===== config.mk =====
export PLATFORM = sky130hd
export DESIGN_NAME = pwm_timer_chan
export DESIGN_NICKNAME = d
export VERILOG_FILES = /design/src/rtl/pwm_timer_pkg.sv /design/src/rtl/pwm_timer_regs.sv /design/src/rtl/pwm_timer_cnt.sv /design/src/rtl/pwm_timer_chan.sv
export SDC_FILE = /design/constraint.sdc
export NUM_CORES = 1
export LEC_CHECK = 0
export CAP_MARGIN = 30
export CORE_MARGIN = 3
export CORE_UTILIZATION = 30
export DETAILED_ROUTE_END_ITERATION = 10
export GPL_ROUTABILITY_DRIVEN = 0
export HOLD_SLACK_MARGIN = 0.1
export PLACE_DENSITY = 0.55
export SKIP_CTS_REPAIR_TIMING = 1
export SLEW_MARGIN = 20
export SYNTH_ARGS = -nofsm -noshare
export SYNTH_HDL_FRONTEND = slang
export SYNTH_SLANG_ARGS = --single-unit

===== constraint.sdc =====
create_clock -name clk -period 5.5 [get_ports clk]
set_clock_uncertainty 0.2 [all_clocks]
set_input_delay 0.825 -clock clk [delete_from_list [all_inputs] [get_ports clk]]
set_output_delay 0.825 -clock clk [all_outputs]
set_load 0.005 [all_outputs]

===== src/rtl/pwm_timer_pkg.sv =====
package pwm_timer_pkg;

  localparam int BUS_W  = 32;
  localparam int ADDR_W = 4;

  localparam logic [ADDR_W-1:0] OFF_COUNT = 4'h0;
  localparam logic [ADDR_W-1:0] OFF_HIGH  = 4'h4;
  localparam logic [ADDR_W-1:0] OFF_LOW   = 4'h8;
  localparam logic [ADDR_W-1:0] OFF_CTRL  = 4'hC;

  localparam int BIT_RUN  = 0;
  localparam int BIT_OUT  = 3;
  localparam int BIT_ONCE = 4;
  localparam int BIT_IRQ  = 5;
  localparam int BIT_STAT = 6;
  localparam int BIT_ZERO = 7;
  localparam int BIT_HIE  = 10;
  localparam int BIT_LIE  = 11;

  typedef struct packed {
    logic lo_ie;
    logic hi_ie;
    logic irq_en;
    logic once;
    logic out_en;
    logic run;
  } ctrl_t;

  function automatic ctrl_t ctrl_from_word(input logic [BUS_W-1:0] w);
    ctrl_t c;
    c.run    = w[BIT_RUN];
    c.out_en = w[BIT_OUT];
    c.once   = w[BIT_ONCE];
    c.irq_en = w[BIT_IRQ];
    c.hi_ie  = w[BIT_HIE];
    c.lo_ie  = w[BIT_LIE];
    return c;
  endfunction

  function automatic logic [BUS_W-1:0] ctrl_to_word(input ctrl_t c, input logic stat);
    logic [BUS_W-1:0] w;
    w           = '0;
    w[BIT_RUN]  = c.run;
    w[BIT_OUT]  = c.out_en;
    w[BIT_ONCE] = c.once;
    w[BIT_IRQ]  = c.irq_en;
    w[BIT_STAT] = stat;
    w[BIT_HIE]  = c.hi_ie;
    w[BIT_LIE]  = c.lo_ie;
    return w;
  endfunction

  // sticky flag: a new event beats a clear in the same cycle
  function automatic logic status_next(input logic cur, input logic set, input logic clr);
    return set | (cur & ~clr);
  endfunction

  // which compare events feed the status flag
  function automatic logic status_source(input ctrl_t c, input logic hi_evt, input logic lo_evt);
    return (lo_evt & (c.lo_ie | ~c.hi_ie)) | (hi_evt & c.hi_ie);
  endfunction

endpackage


===== src/rtl/pwm_timer_regs.sv =====
module pwm_timer_regs
  import pwm_timer_pkg::*;
#(
  parameter int CNT_W = 24
) (
  input  logic                 clk,
  input  logic                 rst,
  input  logic                 wr_en,
  input  logic [ADDR_W-1:0]    wr_addr,
  input  logic [BUS_W-1:0]     wr_data,
  input  logic                 stat_set,
  input  logic                 once_stop,
  output ctrl_t                ctrl,
  output logic                 stat,
  output logic [CNT_W-1:0]     hi_ref,
  output logic [CNT_W-1:0]     lo_ref,
  output logic                 ctrl_wr,
  output logic                 cnt_wr,
  output logic                 cnt_zero,
  output logic                 ack
);

  logic hi_wr, lo_wr;

  assign ctrl_wr  = wr_en && (wr_addr == OFF_CTRL);
  assign cnt_wr   = wr_en && (wr_addr == OFF_COUNT);
  assign hi_wr    = wr_en && (wr_addr == OFF_HIGH);
  assign lo_wr    = wr_en && (wr_addr == OFF_LOW);
  assign ack      = ctrl_wr && wr_data[BIT_STAT];
  assign cnt_zero = ctrl_wr && wr_data[BIT_ZERO];

  always_ff @(posedge clk) begin
    if (rst) begin
      ctrl   <= '0;
      stat   <= 1'b0;
      hi_ref <= '0;
      lo_ref <= '0;
    end else begin
      if (hi_wr) hi_ref <= wr_data[CNT_W-1:0];
      if (lo_wr) lo_ref <= wr_data[CNT_W-1:0];
      if (ctrl_wr)        ctrl     <= ctrl_from_word(wr_data);
      else if (once_stop) ctrl.run <= 1'b0;
      stat <= status_next(stat, stat_set, ack);
    end
  end

endmodule


===== src/rtl/pwm_timer_cnt.sv =====
module pwm_timer_cnt #(
  parameter int CNT_W = 24
) (
  input  logic             clk,
  input  logic             rst,
  input  logic             run,
  input  logic [CNT_W-1:0] hi_ref,
  input  logic [CNT_W-1:0] lo_ref,
  input  logic             load,
  input  logic [CNT_W-1:0] load_val,
  input  logic             zero,
  output logic [CNT_W-1:0] cnt,
  output logic             hi_evt,
  output logic             lo_evt
);

  function automatic logic [CNT_W-1:0] advance(input logic [CNT_W-1:0] c, input logic wrap);
    return wrap ? '0 : c + 1'b1;
  endfunction

  assign hi_evt = run && (cnt == hi_ref);
  assign lo_evt = run && (cnt == lo_ref);

  always_ff @(posedge clk) begin
    if (rst)       cnt <= '0;
    else if (load) cnt <= load_val;
    else if (zero) cnt <= '0;
    else if (run)  cnt <= advance(cnt, lo_evt);
  end

endmodule


===== src/rtl/pwm_timer_chan.sv =====
module pwm_timer_chan
  import pwm_timer_pkg::*;
#(
  parameter int CNT_W = 24
) (
  input  logic        clk,
  input  logic        rst,
  input  logic        bus_wr,
  input  logic [3:0]  bus_addr,
  input  logic [31:0] bus_wdata,
  output logic [31:0] bus_rdata,
  output logic        pwm_out,
  output logic        irq_out
);

  localparam int PAD_W = BUS_W - CNT_W;

  ctrl_t            ctl;
  logic             stat, stat_set, once_stop;
  logic             ctrl_wr, cnt_wr, cnt_zero, ack;
  logic             hi_evt, lo_evt;
  logic [CNT_W-1:0] hi_ref, lo_ref, cnt;
  logic             ctl_run, ctl_once, ctl_out, ctl_irq;

  assign ctl_run  = ctl.run;
  assign ctl_once = ctl.once;
  assign ctl_out  = ctl.out_en;
  assign ctl_irq  = ctl.irq_en;

  assign stat_set  = status_source(ctl, hi_evt, lo_evt);
  assign once_stop = lo_evt && ctl.once;

  pwm_timer_regs #(.CNT_W(CNT_W)) u_regs (
    .clk(clk), .rst(rst),
    .wr_en(bus_wr), .wr_addr(bus_addr), .wr_data(bus_wdata),
    .stat_set(stat_set), .once_stop(once_stop),
    .ctrl(ctl), .stat(stat), .hi_ref(hi_ref), .lo_ref(lo_ref),
    .ctrl_wr(ctrl_wr), .cnt_wr(cnt_wr), .cnt_zero(cnt_zero), .ack(ack)
  );

  pwm_timer_cnt #(.CNT_W(CNT_W)) u_cnt (
    .clk(clk), .rst(rst), .run(ctl.run),
    .hi_ref(hi_ref), .lo_ref(lo_ref),
    .load(cnt_wr), .load_val(bus_wdata[CNT_W-1:0]), .zero(cnt_zero),
    .cnt(cnt), .hi_evt(hi_evt), .lo_evt(lo_evt)
  );

  always_comb begin
    case (bus_addr)
      OFF_COUNT: bus_rdata = {{PAD_W{1'b0}}, cnt};
      OFF_HIGH:  bus_rdata = {{PAD_W{1'b0}}, hi_ref};
      OFF_LOW:   bus_rdata = {{PAD_W{1'b0}}, lo_ref};
      OFF_CTRL:  bus_rdata = ctrl_to_word(ctl, stat);
      default:   bus_rdata = '0;
    endcase
  end

  assign pwm_out = ctl.out_en && (cnt < hi_ref);
  assign irq_out = stat && ctl.irq_en;

endmodule


* Word level (Yosys, flattened, before mapping)
Index checks and enable logic that the tools add are counted.
** Word-level totals
- Bits in registers :: 79
- Latch bits :: 0
- Bits in writable memories :: 0
- Memory bits (read-only) :: 0
- Bits of input ports :: 39
- Logic and storage cells :: 46
- Memories :: 0
** Operators by class
- Add/subtract/negate cells :: 1
- Multiply operators :: 0
- Divide/modulo/power cells :: 0
- $lt $le $gt $ge :: 1
- Equal/unequal tests :: 5
- Shifts and indexed selects :: 0
- Mux-type cells :: 7
- Bitwise logic cells :: 8
- Reduce and logical (&&, ||, !) cells :: 14
** Operators by type and width (number)
- $mux W24 :: 4
- $pmux W24 S4 :: 1
- $eq A24 B24 Y1 :: 2
- $add A24 B1 Y24 const B :: 1
- $lt A24 B24 Y1 :: 1
- $logic_and A1 B1 Y1 :: 11
- $eq A4 B4 Y1 const B :: 2
- $eq A4 B3 Y1 const B :: 1
- $logic_not A4 Y1 :: 1
- $and A1 B1 Y1 :: 3
- $or A1 B1 Y1 :: 3
- $reduce_bool A3 Y1 :: 1
- $mux W1 :: 2
- $not A1 Y1 :: 2
- $reduce_bool A2 Y1 :: 1

* Longest topological paths before layout
- Depth after elaboration :: 6
- Gate-level depth with buffers :: 9
- Gate-level depth less buffers :: 8

* By module
From an unflattened synthesis, not the netlist that was laid out.
** Unflattened totals
- Cell total of the unflattened synthesis :: 648
- Area, all modules :: 5690.5 µm²
** By module, submodules not included
- pwm_timer_regs :: times used 1, cells an instance 215, area an instance 2339.7 µm², sequential area each 1101.1 µm²
- pwm_timer_cnt :: times used 1, cells an instance 282, area an instance 2194.6 µm², sequential area each 480.5 µm²
- pwm_timer_chan :: times used 1, cells an instance 151, area an instance 1156.1 µm², sequential area each 0.0 µm²

* Worst setup path after synthesis
Ideal clock, no wire load.
- Kind :: input -> output
- Start :: input bus_addr[3]
- End :: output bus_rdata[5]
- Arrival :: 1.944 ns
- Setup slack :: 2.531 ns
- Cell stages on the path :: 4
- Path through :: buf_2 -> buf_2 -> mux4_2 -> and2_1
** On the way
- Longest elaborated chain between the ends :: 2
** Ends and longest elaborated chain
- start: declaration :: line pwm_timer_chan.sv:9 : input logic [3:0] bus_addr,
- $eq A4 B4 Y1, or another cell as far along :: line pwm_timer_chan.sv:49 : case (bus_addr)
- $pmux W24 S4 (*) :: line pwm_timer_chan.sv:49
- end: declaration :: line pwm_timer_chan.sv:11 : output logic [31:0] bus_rdata,
Every way passes the cells marked *; elsewhere a longest branch is shown, timed or not.

* Worst setup path after layout
- Start :: input bus_addr[3]
- End :: output bus_rdata[23]
The elaborated chain is that of the path after synthesis.

==> run_results.csv <==
group,metric,value,unit
global_route,track_usage,0.180,
detailed_routing,firstDrtPassIters,6,
worst_hold_path,min_to,"u_regs.hi_ref[12]",
layout,fillers,1761,
timing,setup_viol,0,
logic_synthesis,synth_compound_area_frac,0.182,
logic_synthesis,synth_xor_area_frac,0.0450,
floorplanning,initial_core_util,0.310,
global_route,grt_max_degree,44,
setup_path,ff2ff_path_depth,7,
logic_synthesis,synth_fa_ha_area_frac,0.0602,
place,postPlaceCellArea,5850,um^2
layout,final_util,0.365,
timing,holdWs,0.271,ns
setup_path,timing.rr.end,"u_cnt.cnt[2]",
timing,slew_violations,0,
status,status,"finished, final reports clean",
timing,rsz0062_at_grt,"false",
floorplanning,die_w,138,um
logic_synthesis,synth-seq-cells,79,
setup_path,critPathArrivalTime,2.89,ns
logic_synthesis,yosysWarnings,0,
timing,hold_viol,0,
clock_tree,clk_latency,0.35,ns
setup_path,reg2reg_from,"u_cnt.cnt[9]",
layout,final_cell_area,6120,um^2
logic_synthesis,ys_seq_area_frac,0.304,
logic_synthesis,avgSynthCellArea,7.73,um^2
logic_synthesis,synthMuxAreaShare,0.0727,
logic_synthesis,synth_edf_count,0,
setup_path,crit_buf_inv,3,
detailed_routing,vias_per_cell,5.29,
detailed_routing,drcViolationCount,0,
logic_synthesis,yosys.area.top_type,"dfxtp_1",
setup_path,crit_slowest_cell,"clkdlybuf4s50_1",
clock_tree,clkSinkCount,79,
place,port_buffers,56,
logic_synthesis,synth_top_family_by_area,"simple AND/OR/NAND/NOR gates",
detailed_routing,wl_per_cell,17.8,um
timing,fmax,0.255,GHz
layout,nNetsFinal,768,
detailed_routing,drt-initial-drc-count,395,
place,dp_hpwl,11800,um
floorplanning,io_pins,73,
job,cap_violations,0,
logic_synthesis,synthSimpleGateAreaFrac,0.253,
layout,drive_gt1_frac,0.0748,
timing,slew_headroom,0.426,
floorplanning,num_rows,47,
global_route,grt_overflow,0,
clock_tree,cts_tree,"built",
setup_path,crit_family,"buffers and inverters",
setup_path,max_stage_delay,0.54,ns
floorplanning,core_area,16800,um^2
logic_synthesis,ys.flop_type,"dfxtp_1",
setup_path,critPathMaxFanout,14,
floorplanning,die_area,18900,um^2
timing,min_period,3.92,ns
clock_tree,clockBufferDepth,2,
clock_tree,h-tree-depth,3,
timing,tightestPinTransition,0.861,ns
global_route,grt_pass1_vias,4591,
setup_path,crit_top_cell,"clkdlybuf4s50_1",
detailed_routing,wl,16500,um
detailed_routing,ant_nets,0,
setup_path,regToRegSetupSlack,2.83,ns
detailed_routing,dr_total_vias,4913,
logic_synthesis,synth-async-reset-ratio,0,
logic_synthesis,synth_area_leaders,"dfxtp_1 (30%), nand2_1 (8.8%), a21oi_1 (8.2%)",
global_route,antenna_found_initial,0,
power_and_ir_drop,pwr_density_cell,229,nW/um^2
timing,finalCritPeriodShare,0.713,
setup_path,path_class,"input port to output port",
logic_synthesis,synth_area,5200,um^2
setup_path,critPathLaunchType,"input port",
worst_hold_path,min_from,"u_regs.hi_ref[12]",
layout,diodes,0,
logic_synthesis,yosysTopAreaCellShare,0.304,
clock_tree,cts_buffers,9,
worst_hold_path,hold_path.class,"register to register",
logic_synthesis,synthCells,672,
floorplanning,fp.dieH,138,um
setup_path,crit_chain,"clkdlybuf4s50_1, nor2b_1, buf_4, a21oi_1, nor2_1, clkdlybuf4s50_1",
global_route,grt_pass1_wl,26000,um
power_and_ir_drop,p_leak,2.12,nW
power_and_ir_drop,vdd_drop_max,0.000150,V
power_and_ir_drop,total_power,1.40,mW
clock_tree,root_buffer,"clkbuf_16",
logic_synthesis,ys_types,59,
timing,setup_tns,0,ns
setup_path,end_kind,"output port",
setup_path,cp.required,4.47,ns
worst_hold_path,min_path_cells,2,
clock_tree,clk_pin_slew_worst_paths,0.07,ns
layout,area_delta_synth_final,17.8,%
[how the worst max path moves through the flow]
stage	startpoint	end	slack [ns]	cells after the start
2_1_floorplan	bus_addr[3]	bus_rdata[5]	2.53	4
3_3_place_gp	bus_addr[3]	bus_rdata[23]	1.54	6
3_5_place_dp	bus_addr[3]	bus_rdata[23]	1.58	6
4_1_cts	bus_addr[3]	bus_rdata[23]	1.57	6
5_1_grt	bus_addr[3]	bus_rdata[23]	1.45	6
6_report	bus_addr[3]	bus_rdata[23]	1.58	6
[stage by stage]
| stage | std cells | setup WS [ns] |
|---|---|---|
| 4_1_cts | 929 | 1.57 |
| 2_1_floorplan | 679 | 2.53 |
| 6_report | 929 | 1.58 |
| 5_1_grt | 929 | 1.45 |
| 3_5_place_dp | 913 | 1.58 |
| 3_3_place_gp | 912 | 1.54 |
[kinds of logic (layout without fill, tap and decap cells)]
logic type,Yosys count,in the layout
simple gates,275,275
compound gates,153,153
buf+inv,85,115
flops,79,79
mux,29,29
fa+ha+maj,25,25
xor+xnor,25,25
other cells,1,8
[sequential cells by signal, summed over array words and instances, names as in the netlist]
name / cells
u_cnt.cnt: 24
u_regs.ctrl: 6
u_regs.hi_ref: 24
u_regs.lo_ref: 24
u_regs.stat: 1
[synthesized netlist by cell type, drive strengths merged, types with 5 or more instances]
| cell | number |
|---|---|
| a21o | 10 |
| nor2 | 57 |
| nand2 | 122 |
| buf | 33 |
| xnor2 | 24 |
| ha | 25 |
| a32o | 5 |
| mux2i | 22 |
| a221oi | 6 |
| nor4 | 5 |
| inv | 29 |
| and4 | 5 |
| nor3 | 14 |
| and3 | 6 |
| a22oi | 8 |
| and2 | 11 |
| clkbuf | 23 |
| a211oi | 5 |
| nand3 | 14 |
| mux4 | 7 |
| dfxtp | 79 |
| o21ai | 15 |
| nand4 | 20 |
| a21oi | 87 |
[per-layer routing]
layer | up-vias | routed length [um] | track usage
li1 | 2411 | - | -
met1 | 2309 | 7660 | 0.245
met2 | 165 | 7560 | 0.288
met3 | 28 | 988 | 0.0303
met4 | 0 | 330 | 0.0643
met5 | - | 0 | 0
[worst min-delay path, stage by stage, from the launching register on]
cell,delay (ns)
dfxtp_1,0.32
nand2_1,0.06
a21oi_1,0.05
[cells in the final DEF (no fill, tap or decap), types with 5 or more instances in the layout]
cell type | netlist | final
nand2_1 | 122 | 122
a21oi_1 | 85 | 85
dfxtp_1 | 79 | 79
nor2_1 | 54 | 54
clkdlybuf4s50_1 | 0 | 54
inv_1 | 29 | 29
ha_1 | 25 | 25
mux2i_1 | 22 | 22
xnor2_1 | 22 | 22
nand4_1 | 20 | 20
o21ai_0 | 15 | 15
nor3_1 | 14 | 14
nand3_1 | 14 | 14
buf_4 | 11 | 13
and2_1 | 10 | 10
a21o_1 | 10 | 10
clkbuf_16 | 0 | 9
a22oi_1 | 8 | 8
conb_1 | 1 | 8
mux4_2 | 7 | 7
a221oi_1 | 6 | 6
a211oi_1 | 5 | 5
and4_1 | 5 | 5
a32o_1 | 5 | 5
and3_1 | 5 | 5
[report_power, final]
group	internal, mW	switching, mW
clock	0.328	0.252
combinational	0.0908	0.121
sequential	0.585	0.0240
total	1.00	0.397
[area by class of cell]
cell class	count	area, um^2	area share
timing repair buffer	70	663	0.108
multi-input combinational	515	3220	0.525
clock buffer	12	256	0.0419
tap	220	275	0.0450
clock inverter	4	20.0	0.00327
inverter	29	109	0.0178
sequential	79	1580	0.258
No activity file was read; power rests on OpenSTA's default activity.
